===== src/rtl/gpio_ctrl_pkg.sv =====
// Shared constants, the per-pin configuration type and helpers for the GPIO
// controller. Assumes a bank of at most 32 pins and 32-bit data words.
package gpio_ctrl_pkg;

    localparam int MAX_PINS = 32;
    localparam int DATA_W   = 32;
    localparam int ADDR_W   = 8;

    localparam logic [ADDR_W-1:0] OFS_STATUS = 8'h80;
    localparam logic [ADDR_W-1:0] OFS_INVAL  = 8'h84;
    localparam logic [ADDR_W-1:0] OFS_OUTVAL = 8'h88;

    // Trigger codes; values 5..7 are inert.
    localparam logic [2:0] TRIG_LVL_HI = 3'd0;
    localparam logic [2:0] TRIG_LVL_LO = 3'd1;
    localparam logic [2:0] TRIG_RISE   = 3'd2;
    localparam logic [2:0] TRIG_FALL   = 3'd3;
    localparam logic [2:0] TRIG_BOTH   = 3'd4;

    typedef struct packed {
        logic [2:0] trig;
        logic       irq_en;
        logic       buf_en;
        logic       in_en;
        logic       out_en;
    } pin_cfg_t;

    // Mask with one bit set for each implemented pin.
    function automatic logic [MAX_PINS-1:0] pin_mask(int n);
        logic [MAX_PINS-1:0] m;
        m = '0;
        for (int k = 0; k < MAX_PINS; k++) begin
            if (k < n) m[k] = 1'b1;
        end
        return m;
    endfunction

    // Unpack a bus word into a configuration record.
    function automatic pin_cfg_t word_to_cfg(logic [DATA_W-1:0] w);
        pin_cfg_t c;
        c.trig   = w[7:5];
        c.irq_en = w[3];
        c.buf_en = w[2];
        c.in_en  = w[1];
        c.out_en = w[0];
        return c;
    endfunction

    // Pack a configuration record into its read-back word.
    function automatic logic [DATA_W-1:0] cfg_to_word(pin_cfg_t c);
        return {24'd0, c.trig, 1'b0, c.irq_en, c.buf_en, c.in_en, c.out_en};
    endfunction

    // True when the trigger condition holds for the current and previous level.
    function automatic logic trig_match(logic [2:0] code, logic cur, logic prv);
        logic hit;
        case (code)
            TRIG_LVL_HI: hit = cur;
            TRIG_LVL_LO: hit = !cur;
            TRIG_RISE:   hit = cur && !prv;
            TRIG_FALL:   hit = !cur && prv;
            TRIG_BOTH:   hit = cur ^ prv;
            default:     hit = 1'b0;
        endcase
        return hit;
    endfunction

endpackage


===== src/rtl/gpio_in_sync.sv =====
// Two-flop synchronizer for the pad inputs, plus one more stage that keeps
// the previous synchronized level for edge detection.
// Assumes: pad inputs are asynchronous; pins at or above NPIN are forced to 0.
module gpio_in_sync
    import gpio_ctrl_pkg::*;
#(
    parameter int NPIN = 32
) (
    input  logic                clk,
    input  logic                rst_n,
    input  logic [MAX_PINS-1:0] pad_in,
    output logic [MAX_PINS-1:0] level_q,
    output logic [MAX_PINS-1:0] last_q
);

    localparam logic [MAX_PINS-1:0] LIVE = pin_mask(NPIN);

    logic [MAX_PINS-1:0] meta_q;

    // Synchronizer chain and previous-level stage.
    always_ff @(posedge clk) begin
        if (!rst_n) begin
            meta_q  <= '0;
            level_q <= '0;
            last_q  <= '0;
        end else begin
            meta_q  <= pad_in & LIVE;
            level_q <= meta_q;
            last_q  <= level_q;
        end
    end

endmodule


===== src/rtl/gpio_event_det.sv =====
// Per-pin trigger detection and sticky pending bits with write-one clear.
// Assumes: level/last come from the synchronizer; clr_mask is a one-cycle
// pulse pattern from the register port. A set beats a clear on the same edge.
module gpio_event_det
    import gpio_ctrl_pkg::*;
#(
    parameter int NPIN = 32
) (
    input  logic                          clk,
    input  logic                          rst_n,
    input  pin_cfg_t [MAX_PINS-1:0]       cfg,
    input  logic [MAX_PINS-1:0]           level,
    input  logic [MAX_PINS-1:0]           last,
    input  logic [MAX_PINS-1:0]           clr_mask,
    output logic [MAX_PINS-1:0]           pend
);

    for (genvar i = 0; i < MAX_PINS; i++) begin : g_pin
        if (i < NPIN) begin : g_live
            logic hit;
            logic pend_q;

            assign hit = cfg[i].irq_en && trig_match(cfg[i].trig, level[i], last[i]);

            // Pending bit: set on hit, cleared by write-one unless set this edge.
            always_ff @(posedge clk) begin
                if (!rst_n) pend_q <= 1'b0;
                else        pend_q <= hit || (pend_q && !clr_mask[i]);
            end

            assign pend[i] = pend_q;

            AST_CLEAR_TAKES: assert property (@(posedge clk) disable iff (!rst_n)
                clr_mask[i] && !hit |=> !pend_q);
            AST_PEND_STICKY: assert property (@(posedge clk) disable iff (!rst_n)
                pend_q && !clr_mask[i] |=> pend_q);
            AST_SET_WINS: assert property (@(posedge clk) disable iff (!rst_n)
                hit && clr_mask[i] |=> pend_q);
            AST_IE_GATE: assert property (@(posedge clk) disable iff (!rst_n)
                !cfg[i].irq_en && !pend_q |=> !pend_q);
            AST_INERT_CODE: assert property (@(posedge clk) disable iff (!rst_n)
                cfg[i].trig > TRIG_BOTH && !pend_q |=> !pend_q);
            AST_LEVEL_REARM: assert property (@(posedge clk) disable iff (!rst_n)
                cfg[i].irq_en && cfg[i].trig == TRIG_LVL_HI && level[i] |=> pend_q);
        end else begin : g_idle
            assign pend[i] = 1'b0;
        end
    end

endmodule


===== src/rtl/gpio_regfile.sv =====
// Register port: per-pin configuration words, output data, status clear
// strobes and a registered read mux. Drives the pad data and enables.
// Assumes: byte addresses; only word-aligned offsets are decoded.
module gpio_regfile
    import gpio_ctrl_pkg::*;
#(
    parameter int NPIN = 32
) (
    input  logic                     clk,
    input  logic                     rst_n,
    input  logic                     wr,
    input  logic                     rd,
    input  logic [ADDR_W-1:0]        addr,
    input  logic [DATA_W-1:0]        wdata,
    output logic [DATA_W-1:0]        rdata,
    input  logic [MAX_PINS-1:0]      pend,
    input  logic [MAX_PINS-1:0]      level,
    output pin_cfg_t [MAX_PINS-1:0]  cfg,
    output logic [MAX_PINS-1:0]      drv_data,
    output logic [MAX_PINS-1:0]      drv_en,
    output logic [MAX_PINS-1:0]      clr_mask
);

    localparam logic [MAX_PINS-1:0] LIVE  = pin_mask(NPIN);
    localparam int                  IDX_W = $clog2(MAX_PINS);

    logic              word_ok;
    logic              cfg_zone;
    logic [IDX_W-1:0]  sel_idx;
    logic [DATA_W-1:0] rd_val;
    logic [MAX_PINS-1:0] out_q;

    assign word_ok  = (addr[1:0] == 2'b00);
    assign cfg_zone = word_ok && !addr[ADDR_W-1];
    assign sel_idx  = addr[IDX_W+1:2];

    for (genvar i = 0; i < MAX_PINS; i++) begin : g_cfg
        if (i < NPIN) begin : g_live
            pin_cfg_t cfg_q;

            // Configuration word of this pin.
            always_ff @(posedge clk) begin
                if (!rst_n)                                       cfg_q <= '0;
                else if (wr && cfg_zone && sel_idx == IDX_W'(i))  cfg_q <= word_to_cfg(wdata);
            end

            assign cfg[i]    = cfg_q;
            assign drv_en[i] = cfg_q.out_en && cfg_q.buf_en;

            AST_OE_OFF: assert property (@(posedge clk) disable iff (!rst_n)
                wr && cfg_zone && sel_idx == IDX_W'(i) && !wdata[0] |=> !drv_en[i]);
            AST_OE_ON: assert property (@(posedge clk) disable iff (!rst_n)
                wr && cfg_zone && sel_idx == IDX_W'(i) && wdata[0] && wdata[2] |=> drv_en[i]);
        end else begin : g_idle
            assign cfg[i]    = '0;
            assign drv_en[i] = 1'b0;
        end
    end

    // Output data register.
    always_ff @(posedge clk) begin
        if (!rst_n)                      out_q <= '0;
        else if (wr && addr == OFS_OUTVAL) out_q <= wdata & LIVE;
    end

    assign drv_data = out_q;
    assign clr_mask = (wr && addr == OFS_STATUS) ? (wdata & LIVE) : '0;

    // Read mux over all mapped offsets.
    always_comb begin
        rd_val = '0;
        if (cfg_zone) begin
            rd_val = cfg_to_word(cfg[sel_idx]);
        end else if (word_ok) begin
            case (addr)
                OFS_STATUS: rd_val = pend;
                OFS_INVAL:  rd_val = level;
                OFS_OUTVAL: rd_val = out_q;
                default:    rd_val = '0;
            endcase
        end
    end

    // Registered read data, held between reads.
    always_ff @(posedge clk) begin
        if (!rst_n)  rdata <= '0;
        else if (rd) rdata <= rd_val;
    end

    AST_RD_UNALIGNED: assert property (@(posedge clk) disable iff (!rst_n)
        rd && addr[1:0] != 2'b00 |=> rdata == '0);
    AST_RD_HOLD: assert property (@(posedge clk) disable iff (!rst_n)
        !rd |=> $stable(rdata));

endmodule


===== src/rtl/gpio_irq_ctrl.sv =====
// GPIO controller top: synchronizer, trigger detection and register file.
// Assumes: PIN_REQ is limited to 1..32; unused pins are inert.
module gpio_irq_ctrl
    import gpio_ctrl_pkg::*;
#(
    parameter int PIN_REQ = 32
) (
    input  logic                clk,
    input  logic                rst_n,
    input  logic                reg_wr,
    input  logic                reg_rd,
    input  logic [ADDR_W-1:0]   reg_addr,
    input  logic [DATA_W-1:0]   reg_wdata,
    output logic [DATA_W-1:0]   reg_rdata,
    input  logic [MAX_PINS-1:0] pin_in,
    output logic [MAX_PINS-1:0] pin_out,
    output logic [MAX_PINS-1:0] pin_oe,
    output logic                irq
);

    localparam int NPIN = (PIN_REQ > MAX_PINS) ? MAX_PINS : ((PIN_REQ < 1) ? 1 : PIN_REQ);

    logic [MAX_PINS-1:0]     level;
    logic [MAX_PINS-1:0]     last;
    logic [MAX_PINS-1:0]     pend;
    logic [MAX_PINS-1:0]     clr_mask;
    pin_cfg_t [MAX_PINS-1:0] cfg;

    gpio_in_sync #(.NPIN(NPIN)) u_sync (
        .clk     (clk),
        .rst_n   (rst_n),
        .pad_in  (pin_in),
        .level_q (level),
        .last_q  (last)
    );

    gpio_event_det #(.NPIN(NPIN)) u_det (
        .clk      (clk),
        .rst_n    (rst_n),
        .cfg      (cfg),
        .level    (level),
        .last     (last),
        .clr_mask (clr_mask),
        .pend     (pend)
    );

    gpio_regfile #(.NPIN(NPIN)) u_regs (
        .clk      (clk),
        .rst_n    (rst_n),
        .wr       (reg_wr),
        .rd       (reg_rd),
        .addr     (reg_addr),
        .wdata    (reg_wdata),
        .rdata    (reg_rdata),
        .pend     (pend),
        .level    (level),
        .cfg      (cfg),
        .drv_data (pin_out),
        .drv_en   (pin_oe),
        .clr_mask (clr_mask)
    );

    assign irq = |pend;

    AST_IRQ_HOLDS: assert property (@(posedge clk) disable iff (!rst_n)
        irq && !(reg_wr && reg_addr == OFS_STATUS) |=> irq);

endmodule


===== config.mk =====
export PLATFORM = sky130hd
export DESIGN_NAME = gpio_irq_ctrl
export DESIGN_NICKNAME = d
export VERILOG_FILES = /design/src/rtl/gpio_ctrl_pkg.sv /design/src/rtl/gpio_in_sync.sv /design/src/rtl/gpio_event_det.sv /design/src/rtl/gpio_regfile.sv /design/src/rtl/gpio_irq_ctrl.sv
export SDC_FILE = /design/constraint.sdc
export NUM_CORES = 1
export LEC_CHECK = 0
export BUFFER_PORTS_ARGS = -buffer_cell sky130_fd_sc_hd__buf_2
export CAP_MARGIN = 10
export CORE_ASPECT_RATIO = 1.2
export CORE_UTILIZATION = 60
export DETAILED_ROUTE_END_ITERATION = 16
export PLACE_DENSITY = 0.8
export REMOVE_ABC_BUFFERS = 1
export SLEW_MARGIN = 25
export SYNTH_ARGS = -nofsm -noshare
export SYNTH_HDL_FRONTEND = slang
export SYNTH_HIERARCHICAL = 1
export SYNTH_SLANG_ARGS = --single-unit
export TNS_END_PERCENT = 20

===== constraint.sdc =====
create_clock -name clk -period 2.8 [get_ports clk]
set_input_delay 0.28 -clock clk [delete_from_list [all_inputs] [get_ports clk]]
set_output_delay 0.28 -clock clk [all_outputs]
set_load 0.005 [all_outputs]

## After elaboration in Yosys (flattened, before gate mapping)

Index checks and enable logic that the tools add are counted.

- Equal/unequal tests: 162
- Reduce and logical (&&, ||, !) cells: 360
- Bitwise gates (word level): 32
- Magnitude comparators: 1
- Muxes and demuxes: 38

Operators by type and width:

| kind | count |
|---|---|
| 1-bit logical AND | 196 |
| 3-bit by 2-bit equality test with 1-bit output, second input constant | 64 |
| 1-bit case mux with 5 select lines | 32 |
| 1-bit logical NOT | 97 |
| 3-bit by 1-bit equality test with 1-bit output, second input constant | 32 |
| 3-bit equality test, second input constant | 32 |
| 3-bit logical NOT | 32 |
| 32-bit 2-to-1 mux | 3 |
| 32-bit case mux with 3 select lines | 1 |
| 5-bit equality test, second input constant | 16 |
| 5-bit by 4-bit equality test with 1-bit output, second input constant | 8 |
| 7-bit binary-select mux with 5-bit select | 1 |
| 1-bit logical OR | 32 |
| 32-bit OR reduction | 1 |
| 1-bit bitwise XOR | 32 |
| 8-bit equality test, second input constant | 3 |
| 5-bit by 3-bit equality test with 1-bit output, second input constant | 4 |
| 5-bit by 2-bit equality test with 1-bit output, second input constant | 2 |
| 7-bit 2-to-1 mux | 1 |
| 5-bit by 6-bit less-than comparator with 1-bit output, second input constant | 1 |
| 5-bit by 1-bit equality test with 1-bit output, second input constant | 1 |
| 5-bit logical NOT | 1 |
| 2-bit logical NOT | 1 |

- Bits in registers: 416
- Input bits: 76
- Output and inout port bits: 97

## Longest topological paths before layout

- Word-level depth: 6
- Mapped depth: 10

## Modules after synthesis

The synthesis kept the hierarchy.

By module, submodules not included:

| module | times used | cells each | area an instance (sq um) |
|---|---|---|---|
| gpio_regfile | 1 | 1,322 | 13,546.7 |
| gpio_event_det | 1 | 515 | 4,052.6 |
| gpio_in_sync | 1 | 202 | 2,603.7 |
| gpio_irq_ctrl | 1 | 11 | 75.1 |

## Least setup slack after synthesis

Ideal clock, no wire load.

- Path kind: in2reg
- From: input port reg_addr[2]
- To: register u_regs.rdata[6]
- Stages on the path: 6
- Slack: 786 ps
- Setup time: 135 ps
- Required time: 2,665 ps
- Arrival: 1,878 ps
- Cell sequence: buf_2 > buf_2 > buf_2 > mux4_2 > a211oi_1 > o32ai_1

- Cells in the longest elaborated chain, start to end: 4

Ends and longest elaborated chain:

| item | line | text |
|---|---|---|
| start, declared | gpio_irq_ctrl.sv:12 | `input logic [ADDR_W-1:0] reg_addr,` |
| 8-bit equality test | gpio_regfile.sv:75 | `case (addr)` |
| 32-bit case mux with 3 select lines | gpio_regfile.sv:75 |  |
| 32-bit 2-to-1 mux | gpio_regfile.sv:74 | `end else if (word_ok) begin` |
| 32-bit 2-to-1 mux * | gpio_regfile.sv:72 | `if (cfg_zone) begin` |
| end signal, assigned | gpio_regfile.sv:87 | `else if (rd) rdata <= rd_val;` |
| end, declared | gpio_regfile.sv:15 | `output logic [DATA_W-1:0] rdata,` |

Mark *: on every way between the ends. The rest lies on a longest branch, timed or not. The select of a mux whose other input is x is not followed.
A chain may end at the register's enable or synchronous reset.

## Worst setup path in the final report

- From: register u_det.g_pin[26].g_live.pend_q
- To: output port irq

- Cells in the longest elaborated chain, start to end: 1

Ends and longest elaborated chain:

| item | line | text |
|---|---|---|
| start, declared | gpio_event_det.sv:21 | `logic pend_q;` |
| start signal, assigned | gpio_event_det.sv:28 | `else pend_q <= hit \|\| (pend_q && !clr_mask[i]);` |
| 32-bit OR reduction | gpio_irq_ctrl.sv:63 | `assign irq = \|pend;` |
| end, declared | gpio_irq_ctrl.sv:18 | `output logic irq` |

Every way passes these cells.

==> summary.md <==
| Metric | Value |
|---|---|
| Outcome | `completed` |
| Distinct cell type count after synthesis | `48` |
| Async set-or-reset flop fraction in the synthesized netlist | `0%` |
| Later-pin clock latency in the skew report | `0.56 ns` |
| Setup CP Type | `register to output pin` |
| Layout cells sized above 1 | `17.7%` |
| NumNets Final | `approximately 2400` |
| Pins Over Slew Limit | `0` |
| Ys Warns | `6` |
| Vias in the first global route | `~16000` |
| Crit. End Element | `output pin` |
| Max incr delay on CP | `around 0.58 ns` |
| Hold Crit Class | `input pin to register` |
| Post-cts resize count | `0` |
| CTS Buffer Depth | `3` |
| CP Launch Type | `register` |
| Max IR drop VDD | `approximately 0.45 mV` |
| DR WL/cell | `just over 20 um` |
| H-tree level count | `2` |
| Top cell type's share of synthesized area | `41.1%` |
| Fin cells | `2697` |
| Crit-path leading delay family | `simple AND/OR/NAND/NOR gates` |
| Most common cell in the netlist | `dfxtp_1` |
| Number of synthesized flops with an enable pin | `0` |
| Global-route wire length before repair | `about 86000 um` |
| Fmax | `0.390 GHz` |
| Antenna violations before repair | `0` |
| CP arrival | `2.28 ns` |
| Die height | `203 um` |
| Clock slew at reported path FFs | `0.06 ns` |
| Pleak | `10.3 nW` |
| Die footprint | `~0.035 mm2` |
| CP max FO | `3` |
| WHS | `~0.033 ns` |
| Met1 Usage GRT | `approximately two fifths` |
| Power per cell area | `about 550 mW/mm2` |
| RePlAce Congestion | `0.940` |
| Final worst-path cycle share | `about nine tenths` |
| CP max-delay cell | `nor4_1` |
| Fin crit period | `2.56 ns` |
| Via count | `15900` |
| Sequential fraction of the synthesis area | `41.1%` |
| Hpwl dp | `38100 um` |
| Initial DRT Pass Iterations | `6` |
| Drc violations | `0` |
| Endpoints failing hold | `0` |
| CTS tree | `yes` |
| Row count | `73` |
| Detailed Route Iter0 Violations | `1462` |
| Mapped Area | `0.0203 mm2` |
| Synth area leaders | `dfxtp_1, mux2i_1, nor2_1, and2_1, mux4_2` |
| Crit path buf inv count | `1` |
| Req. time, crit path | `2.52 ns` |
| Gate Count Post-Synth | `2050` |
| Vias per cell | `5.91` |
| Met2 Track Usage GR | `54.9%` |
| Reg2reg setup slack | `~0.97 ns` |
| I/O pins | `between 150 and 200` |
| # port buffers | `172` |
| Sink Count | `416` |
| Antenna Cells | `0` |
| Cell breakdown of the critical path | `nor4_1, nand4_1, or2_1, buf_2` |
| Syn avg cell area | `9.89 um2` |
| Area growth syn-to-layout | `15.9%` |
| Post-DRT Antenna Nets | `0` |
| Final WL | `between 50000 and 60000 um` |
| Top post-synthesis cells by count | `dfxtp_1, nor2_1, mux2i_1` |
| Die Wd | `170 um` |
| Core ar. | `0.0332 mm2` |
| Synthesized flop and latch total | `416` |
| Total grt overflow | `0` |
| Global Route met3 Usage | `under 10%` |
| Setup Viol. Count Final | `0` |
| Initial Utilization | `61.0%` |
| Slew HR | `46.9%` |
| RSZ-0062 raised after global routing | `false` |
| DP Cell Count | `2563` |
| Actual slew at the worst max-slew pin | `between 0.7 and 0.8 ns` |
| Synth area leader | `dfxtp_1` |
| Largest net degree at the start of global routing | `around 100` |
| Num CTS Buffers | `42` |
| Main synth FF type | `dfxtp_1` |
| CTS Root Cell | `clkbuf_16` |
| Total track usage | `32.0%` |
| Clk_skew | `0.0129 ns` |
| Most used routing layer | `met2` |
| Max-Cap Viols | `0` |
-- timing repair --
item | in CTS | in global routing
setup buffers | 0 | 0
hold buffers | 56 | 0
setup endpoints to repair | 0 | 0
endpoints found under the hold margin | 56 | 0
-- sequential cells by signal, summed over array words and instances, names as in the netlist --
signal and cells:
u_regs/drv_data 32, u_sync/level_q 32, u_regs/rdata 32, u_det/g_pin.g_live.pend_q 32
u_regs/cfg 224, u_sync/last_q 32, u_sync/meta_q 32
-- power by group --
group | switching, mW | internal [mW]
clock | 2.37 | 3.74
sequential | 0.0477 | 5.98
combinational | 0.472 | 0.303
total | 2.89 | 10.0
-- stage by stage --
step	total power, mW	setup slack, ns	util (%)	setup TNS (ns)	instance area, um2
after floorplan	6.43	-0.498	-	-17.34	19400
final	12.9	0.238	70.7	0	23500
after global routing	13.3	0.192	70.7	0	23500
after CTS	13.0	0.207	70.7	0	23500
after detailed placement	6.86	0.295	64.4	0	21400
after global placement	6.84	0.295	64.4	0	21400
-- tightest hold or removal path, stage by stage --
cell and delay, ns:
buf_2 0.09, mux2i_1 0.07, nor2_1 0.10
-- final cells by class --
cell class,instances,area (um2)
clock inverter,11,183
multi-input combinational,1401,10900
inverter,67,259
fill,2464,9750
timing repair buffer,285,1940
clock buffer,67,1340
sequential,416,8330
tap,450,563
-- worst paths after layout --
kind / to / cells past startpoint / from
worst max-delay path: irq / 4 / u_det/g_pin[26].g_live.pend_q
worst min-delay path: u_regs/drv_data[22] / 3 / reg_wdata[22]
worst max register to register: u_regs/rdata[7] / 4 / u_regs/cfg[167]
worst min register to register: u_sync/level_q[5] / 1 / u_sync/meta_q[5]
-- cells in the final DEF (no fill, tap or decap), types with 3 or more instances in the layout --
master | synthesis | routed
a211oi_1 | 14 | 14
a21oi_1 | 57 | 57
a22o_1 | 14 | 14
a22oi_1 | 31 | 31
a31oi_1 | 7 | 7
and2_1 | 161 | 161
buf_12 | 1 | 7
buf_2 | 27 | 169
buf_4 | 32 | 53
bufinv_16 | 0 | 5
clkbuf_1 | 83 | 9
clkbuf_16 | 0 | 45
clkbuf_8 | 0 | 13
clkinv_2 | 0 | 5
dfxtp_1 | 416 | 416
dlygate4sd3_1 | 0 | 56
ha_1 | 64 | 64
inv_1 | 66 | 66
mux2_2 | 31 | 31
mux2i_1 | 316 | 316
mux4_2 | 42 | 42
nand2_1 | 3 | 3
nand2b_1 | 5 | 5
nand3_1 | 3 | 3
nand4_1 | 19 | 19
nor2_1 | 346 | 345
nor2b_1 | 100 | 99
nor4_1 | 7 | 7
nor4_4 | 16 | 16
nor4b_1 | 32 | 31
o21ai_0 | 32 | 32
o221ai_1 | 14 | 14
o2bb2ai_1 | 32 | 32
o32ai_1 | 7 | 7
xor2_1 | 31 | 31
-- cell families (layout without fill, tap and decap cells) --
group | after synthesis | after routing | synth area share (%)
flip-flops | 416 | 416 | 41.1
buffers and inverters | 233 | 430 | 5.37
AO/OA/AOI/OAI | 211 | 211 | 7.10
AND/OR/NAND/NOR | 706 | 706 | 19.2
XOR/XNOR | 31 | 31 | 1.34
adder cells (fa/ha/maj) | 64 | 64 | 3.95
multiplexers | 389 | 389 | 22.0
-- routing by layer --
metal	wire length, um	up-vias	share of wire, %
met5	0	-	0
met4	2260	0	4.1
met3	3920	148	7.0
met2	27200	714	49
met1	22300	7703	40
li1	-	7383	-
Power figures use the tool's default switching activity.
